## src/rtl/rxbuf_pkg.sv

```systemverilog
package rxbuf_pkg;
  typedef enum logic [1:0] {
    RB_FREE = 2'd0,
    RB_FILL = 2'd1,
    RB_FULL = 2'd2
  } rb_state_e;

  // register indices (host_addr MSB = 0)
  localparam int REG_CTRL = 0;
  localparam int REG_IEN  = 1;
  localparam int REG_STAT = 2;

  // control bit positions
  localparam int CTL_FLUSH = 0;
  localparam int CTL_SRST  = 1;
  localparam int CTL_RXOFF = 2;

  // interrupt flag positions
  localparam int NFLAG   = 2;
  localparam int FLG_RX  = 0;
  localparam int FLG_SEC = 1;

  // security-enable bit inside frame-control low byte
  localparam int SEC_BIT = 3;
endpackage

```

## src/rtl/rxbuf_mem.sv

```systemverilog
module rxbuf_mem #(
  parameter int DEPTH = 128,
  parameter int DW    = 8,
  parameter int AW    = $clog2(DEPTH)
) (
  input  logic          clk,
  input  logic          we,
  input  logic [AW-1:0] waddr,
  input  logic [DW-1:0] wdata,
  input  logic [AW-1:0] raddr,
  output logic [DW-1:0] rdata
);
  logic [DW-1:0] store [DEPTH];

  always_ff @(posedge clk) begin
    if (we) store[waddr] <= wdata;
  end

  // combinational read; the top registers the host result
  assign rdata = store[raddr];
endmodule

```

## src/rtl/rxbuf_wrctl.sv

```systemverilog
module rxbuf_wrctl
  import rxbuf_pkg::*;
#(
  parameter int DEPTH = 128,
  parameter int AW    = $clog2(DEPTH),
  parameter int PW    = AW + 1
) (
  input  logic          clk,
  input  logic          rst_n,
  input  logic          in_valid,
  input  logic          in_last,
  input  logic          in_sec_bit,
  input  logic          rx_off,
  input  logic          rearm_rd,
  input  logic          flush,
  input  logic          srst,
  output logic          mem_we,
  output logic [AW-1:0] mem_waddr,
  output rb_state_e     state,
  output logic [PW-1:0] wr_ptr,
  output logic          frame_done,
  output logic          frame_sec
);
  rb_state_e     st_q;
  logic [PW-1:0] ptr_q;
  logic          mid_q;   // stream is inside a frame
  logic          sec_q;
  logic          first_beat, accept, abort, room;

  assign abort      = flush | srst;
  assign first_beat = in_valid & ~mid_q;
  assign room       = ~ptr_q[AW];
  assign accept     = ~abort &
                      (((st_q == RB_FREE) & first_beat & ~rx_off) |
                       ((st_q == RB_FILL) & in_valid));

  assign mem_we     = accept & room;
  assign mem_waddr  = ptr_q[AW-1:0];
  assign frame_done = accept & in_last;

  always_comb begin
    if (ptr_q == '0)               frame_sec = 1'b0;
    else if (ptr_q == PW'(1))      frame_sec = in_sec_bit;
    else                           frame_sec = sec_q;
  end

  // framing tracker on the wire, independent of acceptance
  always_ff @(posedge clk or negedge rst_n) begin
    if (!rst_n)        mid_q <= 1'b0;
    else if (in_valid) mid_q <= ~in_last;
  end

  always_ff @(posedge clk or negedge rst_n) begin
    if (!rst_n) begin
      st_q  <= RB_FREE;
      ptr_q <= '0;
      sec_q <= 1'b0;
    end else if (abort) begin
      st_q  <= RB_FREE;
      ptr_q <= '0;
    end else begin
      unique case (st_q)
        RB_FREE: begin
          if (accept) begin
            ptr_q <= PW'(1);
            sec_q <= 1'b0;
            st_q  <= in_last ? RB_FULL : RB_FILL;
          end
        end
        RB_FILL: begin
          if (accept) begin
            if (room) ptr_q <= ptr_q + PW'(1);
            if (ptr_q == PW'(1)) sec_q <= in_sec_bit;
            if (in_last) st_q <= RB_FULL;
          end
        end
        RB_FULL: begin
          if (rearm_rd) begin
            st_q  <= RB_FREE;
            ptr_q <= '0;
          end
        end
        default: st_q <= RB_FREE;
      endcase
    end
  end

  assign state  = st_q;
  assign wr_ptr = ptr_q;
endmodule

```

## src/rtl/rxbuf_irq.sv

```systemverilog
module rxbuf_irq
  import rxbuf_pkg::*;
(
  input  logic             clk,
  input  logic             rst_n,
  input  logic             srst,
  input  logic             stat_rd,
  input  logic [NFLAG-1:0] set,
  input  logic [NFLAG-1:0] enable,
  output logic [NFLAG-1:0] flags,
  output logic             irq
);
  for (genvar g = 0; g < NFLAG; g++) begin : g_flag
    logic f_q;
    always_ff @(posedge clk or negedge rst_n) begin
      if (!rst_n)      f_q <= 1'b0;
      else if (srst)   f_q <= 1'b0;
      else if (set[g]) f_q <= 1'b1;   // new event beats read-clear
      else if (stat_rd) f_q <= 1'b0;
    end
    assign flags[g] = f_q;
  end

  assign irq = |(flags & enable);
endmodule

```

## src/rtl/rxframe_buf.sv

```systemverilog
module rxframe_buf
  import rxbuf_pkg::*;
#(
  parameter int DEPTH = 128,
  parameter int DW    = 8,
  parameter int HAW   = 9
) (
  input  logic           clk,
  input  logic           rst_n,
  input  logic           in_valid,
  output logic           in_ready,
  input  logic [DW-1:0]  in_data,
  input  logic           in_last,
  input  logic [HAW-1:0] host_addr,
  input  logic           host_rd,
  input  logic           host_wr,
  input  logic [DW-1:0]  host_wdata,
  output logic [DW-1:0]  host_rdata,
  output logic           host_rvalid,
  output logic           irq
);
  localparam int AW = $clog2(DEPTH);
  localparam int PW = AW + 1;
  localparam int RW = HAW - 1;

  logic             sel_buf, sel_ctrl, sel_ien, sel_stat;
  logic             flush_q, srst_q, rxoff_q;
  logic [NFLAG-1:0] ien_q, flags;
  logic             stat_rd, rearm_rd;
  logic             mem_we, frame_done, frame_sec, rx_flag;
  logic [AW-1:0]    mem_waddr;
  logic [DW-1:0]    mem_rdata, rd_mux;
  logic [PW-1:0]    wr_ptr;
  rb_state_e        st_q;
  logic             unused_wbits;

  assign in_ready = 1'b1;

  assign sel_buf  = host_addr[HAW-1];
  assign sel_ctrl = ~sel_buf & (host_addr[RW-1:0] == RW'(REG_CTRL));
  assign sel_ien  = ~sel_buf & (host_addr[RW-1:0] == RW'(REG_IEN));
  assign sel_stat = ~sel_buf & (host_addr[RW-1:0] == RW'(REG_STAT));

  assign stat_rd  = host_rd & sel_stat;
  assign rearm_rd = host_rd & sel_buf & (host_addr[RW-1:0] == '0);
  assign unused_wbits = ^host_wdata[DW-1:CTL_RXOFF+1];

  // control and enable registers; flush and soft reset self-clear
  always_ff @(posedge clk or negedge rst_n) begin
    if (!rst_n) begin
      flush_q <= 1'b0;
      srst_q  <= 1'b0;
      rxoff_q <= 1'b0;
      ien_q   <= '0;
    end else begin
      flush_q <= 1'b0;
      srst_q  <= 1'b0;
      if (host_wr && sel_ctrl) begin
        flush_q <= host_wdata[CTL_FLUSH];
        srst_q  <= host_wdata[CTL_SRST];
        rxoff_q <= host_wdata[CTL_RXOFF];
      end
      if (host_wr && sel_ien) ien_q <= host_wdata[NFLAG-1:0];
    end
  end

  rxbuf_mem #(.DEPTH(DEPTH), .DW(DW), .AW(AW)) u_mem (
    .clk   (clk),
    .we    (mem_we),
    .waddr (mem_waddr),
    .wdata (in_data),
    .raddr (host_addr[AW-1:0]),
    .rdata (mem_rdata)
  );

  rxbuf_wrctl #(.DEPTH(DEPTH), .AW(AW), .PW(PW)) u_wr (
    .clk        (clk),
    .rst_n      (rst_n),
    .in_valid   (in_valid),
    .in_last    (in_last),
    .in_sec_bit (in_data[SEC_BIT]),
    .rx_off     (rxoff_q),
    .rearm_rd   (rearm_rd),
    .flush      (flush_q),
    .srst       (srst_q),
    .mem_we     (mem_we),
    .mem_waddr  (mem_waddr),
    .state      (st_q),
    .wr_ptr     (wr_ptr),
    .frame_done (frame_done),
    .frame_sec  (frame_sec)
  );

  rxbuf_irq u_irq (
    .clk     (clk),
    .rst_n   (rst_n),
    .srst    (srst_q),
    .stat_rd (stat_rd),
    .set     ({frame_done & frame_sec, frame_done}),
    .enable  (ien_q),
    .flags   (flags),
    .irq     (irq)
  );

  assign rx_flag = flags[FLG_RX];

  always_comb begin
    if (sel_buf)       rd_mux = mem_rdata;
    else if (sel_ctrl) rd_mux = DW'({rxoff_q, srst_q, flush_q});
    else if (sel_ien)  rd_mux = DW'(ien_q);
    else if (sel_stat) rd_mux = DW'(flags);
    else               rd_mux = '0;
  end

  always_ff @(posedge clk or negedge rst_n) begin
    if (!rst_n) begin
      host_rdata  <= '0;
      host_rvalid <= 1'b0;
    end else begin
      host_rvalid <= host_rd;
      if (host_rd) host_rdata <= rd_mux;
    end
  end
endmodule

```

## config.mk

```make
export PLATFORM = sky130hd
export DESIGN_NAME = rxframe_buf
export DESIGN_NICKNAME = d
export VERILOG_FILES = /design/src/rtl/rxbuf_pkg.sv /design/src/rtl/rxbuf_mem.sv /design/src/rtl/rxbuf_wrctl.sv /design/src/rtl/rxbuf_irq.sv /design/src/rtl/rxframe_buf.sv
export SDC_FILE = /design/constraint.sdc
export NUM_CORES = 1
export LEC_CHECK = 0
export ABC_AREA = 0
export CORE_ASPECT_RATIO = 0.6
export CORE_UTILIZATION = 35
export CTS_CLUSTER_DIAMETER = 30
export DETAILED_ROUTE_END_ITERATION = 8
export DONT_BUFFER_PORTS = 1
export RECOVER_POWER = 50
export SLEW_MARGIN = 20
export SYNTH_ARGS = -nofsm -noshare
export SYNTH_HDL_FRONTEND = slang
export SYNTH_SLANG_ARGS = --single-unit
```

## constraint.sdc

```tcl
create_clock -name clk -period 4.2 [get_ports clk]
set_input_delay 0.84 -clock clk [delete_from_list [all_inputs] [get_ports clk]]
set_output_delay 0.84 -clock clk [all_outputs]
set_load 0.005 [all_outputs]
```

==> qor.csv <==
stage,metric,value,unit
global_route,initial antenna violation count,7,
critical_path,worst reg2reg startpoint,u_wr.state[0],
logic_synthesis,Synth Area in Compound Gates,0.02785,
logic_synthesis,post-synthesis async set-or-reset flop share,0.02662,
critical_path,CP top delay family,simple AND/OR/NAND/NOR gates,
logic_synthesis,main combinational cell family by area after synthesis,multiplexers,
routing,WL/cell,28.29,um
place,Setup WS pre-CTS,0.8235,ns
sta,setup ws final,0.7623,ns
logic_synthesis,Synthesized Nets,2031,
floorplan,core area,0.1170,sq mm
logic_synthesis,post-synthesis sequential area ratio,0.7593,
global_route,GRT Overall Usage,0.1775,
clocking,clk slew on worst S/H paths,0.07,ns
final_layout,final core area utilization,0.4040,
power,total leakage power,14.68,nW
floorplan,die area,0.1198,sq mm
logic_synthesis,Syn Inst Count,1994,
place,HPWL after DPL,63790,um
outcome,status,finished with violations,
clocking,latest clock arrival within the worst-skew pair,0.72,ns
global_route,vias in the first global route,20219,
floorplan,die boundary height,268.5,um
routing,DRC,0,
clocking,clk sink count,1052,
clocking,total CTS buffers,117,
logic_synthesis,Netlist cell types,68,
clocking,Bufs on Longest Clock Path,3,
clocking,CTS Root Cell,clkbuf_16,
global_route,largest net degree at the start of global routing,279,
flow_run,Max Cap Violations,1,
place,Buffers on Ports,0,
critical_path,startpoint types,register,
logic_synthesis,Yosys top cell by area,edfxtp_1,
logic_synthesis,syn_area_per_cell,20.77,sq um
logic_synthesis,top post-synthesis cells by area,"edfxtp_1 74%, mux4_2 14%, mux2i_1 1.9%",
final_layout,share of cells above drive strength 1,0.2441,
global_route,global-route wire length before repair,150700,um
final_layout,number of fillers in the final layout,10251,
final_layout,FF/Latch Area,0.03145,sq mm
logic_synthesis,post-synthesis mux area share,0.1632,
hold_path,hold path start,host_rd,
sta,Tmin final,3.438,ns
clocking,Post-CTS Setup Repair Bufs,0,
final_layout,area grow syn2layout,14.13,%
routing,router iterations before antenna repair,6,
power,Pwr Density,491.7,mW/mm^2
hold_path,Min-Delay Path Class,primary input to register,
critical_path,CP arrival,3.77,ns
logic_synthesis,Mapped Area,0.04142,sq mm
critical_path,element type at the critical path end,register,
logic_synthesis,top_reg_cell synth,edfxtp_1,
logic_synthesis,post-synth top area share,0.7424,
routing,routed vias,20709,
global_route,total grt overflow,0,
clocking,H-tree depth,3,
critical_path,kind of critical path,register to register,
critical_path,CP cell instances,"inv_1, ha_1, nor3b_1, o211ai_1, nor3_1, nand2_1, buf_4, nor2_1",
sta,worst-margin pin slew,1.829,ns
sta,Slew headroom,-0.2191,
outcome,violated checks,"max-capacitance violations, max-slew violations",
critical_path,CP startpoint,u_wr.state[0],
logic_synthesis,count of state elements after synthesis,1052,
sta,Worst Skew,0.02076,ns
logic_synthesis,Post-Synth Adder-Cell Area,0.001813,
final_layout,area of the multi-input gates,0.009374,sq mm
clocking,CTS tree,done,
final_layout,Nets,2093,
routing,vias per cell,5.536,
critical_path,Slowest cell on crit path,nor2_1,
floorplan,top-level I/O count,42,
floorplan,Die Wd,446.1,um
critical_path,worst-path maximum fanout,8,
critical_path,CP bufs+invs,2,
routing,final WL,105800,um
logic_synthesis,"EDFF count, synth",1024,
sta,Final Cycle Share,0.8185,
floorplan,FP Rows,97,
sta,Sum Neg Setup Slack,0,ns
floorplan,Initial Utilization,0.3540,
critical_path,crit-path max cell delay,0.68,ns
power,Pwr Total,0.02324,W
sta,RSZ-0062 raised after global routing,false,
power,peak supply drop,0.3800,mV
sta,Fin. Hold Viols,0,
logic_synthesis,post-synthesis xor/xnor area fraction,0,
sta,Achievable Freq,290.9,MHz
sta,max-slew violations,29,
place,Routability Congestion,0.8869,
logic_synthesis,Post-Synth Simple-Gate Area,0.03332,
sta,Setup Viol. Count Final,0,
routing,DRT iter0 DRCs,2802,
logic_synthesis,Synthesis Warnings,0,
critical_path,Worst Path Required,4.53,ns
routing,Antenna Nets Post-Route,0,
## worst register-to-register path: cells and delay by family, from the launching register on
family | cells | cell delay, ns
AO/OA/AOI/OAI | 1 | 0.22
adder cells (fa/ha/maj) | 1 | 0.21
buffers and inverters | 2 | 0.47
flip-flops | 1 | 0.42
AND/OR/NAND/NOR | 4 | 1.75
## cells by family (layout without fill, tap and decap cells)
logic type	count (synthesis)	in the layout
AOI/OAI and AO/OA	161	161
adders and majority gates	6	6
buffers and inverters	118	279
DFF	1052	1052
muxes	351	351
other	1	3
and+or+nand+nor	305	305
## state kept, by name (all words and copies together) (netlist names)
register,count
rxoff_q,1
u_irq.g_flag.f_q,2
u_wr.state,2
u_wr.wr_ptr,8
ien_q,2
u_mem.store,1024
u_wr.mid_q,1
srst_q,1
flush_q,1
host_rdata,8
host_rvalid,1
u_wr.sec_q,1
## cells in the mapped netlist (16+ instances only)
library cell	number
a21oi_1	27
a22oi_1	20
buf_2	32
buf_4	18
clkbuf_1	42
dfrtp_1	28
edfxtp_1	1024
mux2i_1	79
mux4_2	258
nand2_1	52
nand3_1	16
nor2_1	161
nor2b_1	16
o21ai_0	18
## final timing paths
path,end,slack (ns),cells past startpoint
worst max register to register,u_mem.store[72][0],0.76,8
worst max-delay path,u_mem.store[72][0],0.76,8
worst min-delay path,host_rvalid,0.18,0
worst min register to register,u_irq.g_flag[1].f_q,0.47,1
max in group asynchronous,host_rdata[5],1.92,2
min in group asynchronous,u_wr.state[0],1.21,2
## power by group
part,internal (W),leakage (nW),switching [W]
logic,0.000481,3.19,0.000625
clock network,0.00600,1.93,0.00448
registers,0.0116,9.56,0.0000744
## repair_timing
action / in CTS / in global routing
endpoints found under the hold margin: 28 / 0
hold buffers: 2 / 0
gates resized for setup: 0 / 0
## cell usage in the layout (no fill, tap or decap), types with 13 or more instances in the layout
cell        instances
edfxtp_1         1024
mux4_2            258
nor2_1            161
clkbuf_16         121
mux2i_1            79
nand2_1            51
buf_4              42
dfrtp_1            28
a21oi_1            27
a22oi_1            20
o21ai_0            18
clkinv_4           18
nor2b_1            16
nand3_1            16
inv_6              16
mux2_2             13
clkinvlp_4         13
## per-layer routing
layer / track usage / wire length, um / vias to the layer above
li1: - / - / 8456
met1: 0.2712 / 47540 / 11067
met2: 0.2428 / 43920 / 1039
met3: 0.05608 / 11970 / 147
met4: 0.04495 / 2391 / 0
met5: 0 / 0 / -
## metrics by stage
step | instance area (sq um) | instances | hold WS [ns]
6_report | 47270 | 3741 | 0.1782
5_1_grt | 47270 | 3741 | 0.1429
4_1_cts | 47280 | 3739 | 0.1222
3_5_place_dp | 43240 | 3519 | 0.4573
3_3_place_gp | 43240 | 3519 | 0.4571
2_1_floorplan | 41420 | 1994 | 0.4373
## cell type report
type	instances	area share
Inverter	13	0.001032
Tap cell	1584	0.04193
Sequential cell	1052	0.6654
Timing Repair Buffer	48	0.008312
Multi-Input combinational cell	824	0.1983
Clock inverter	91	0.02041
Clock buffer	127	0.06454
Antenna cell	2	0.0001059
No activity file was read; power rests on OpenSTA's default activity.
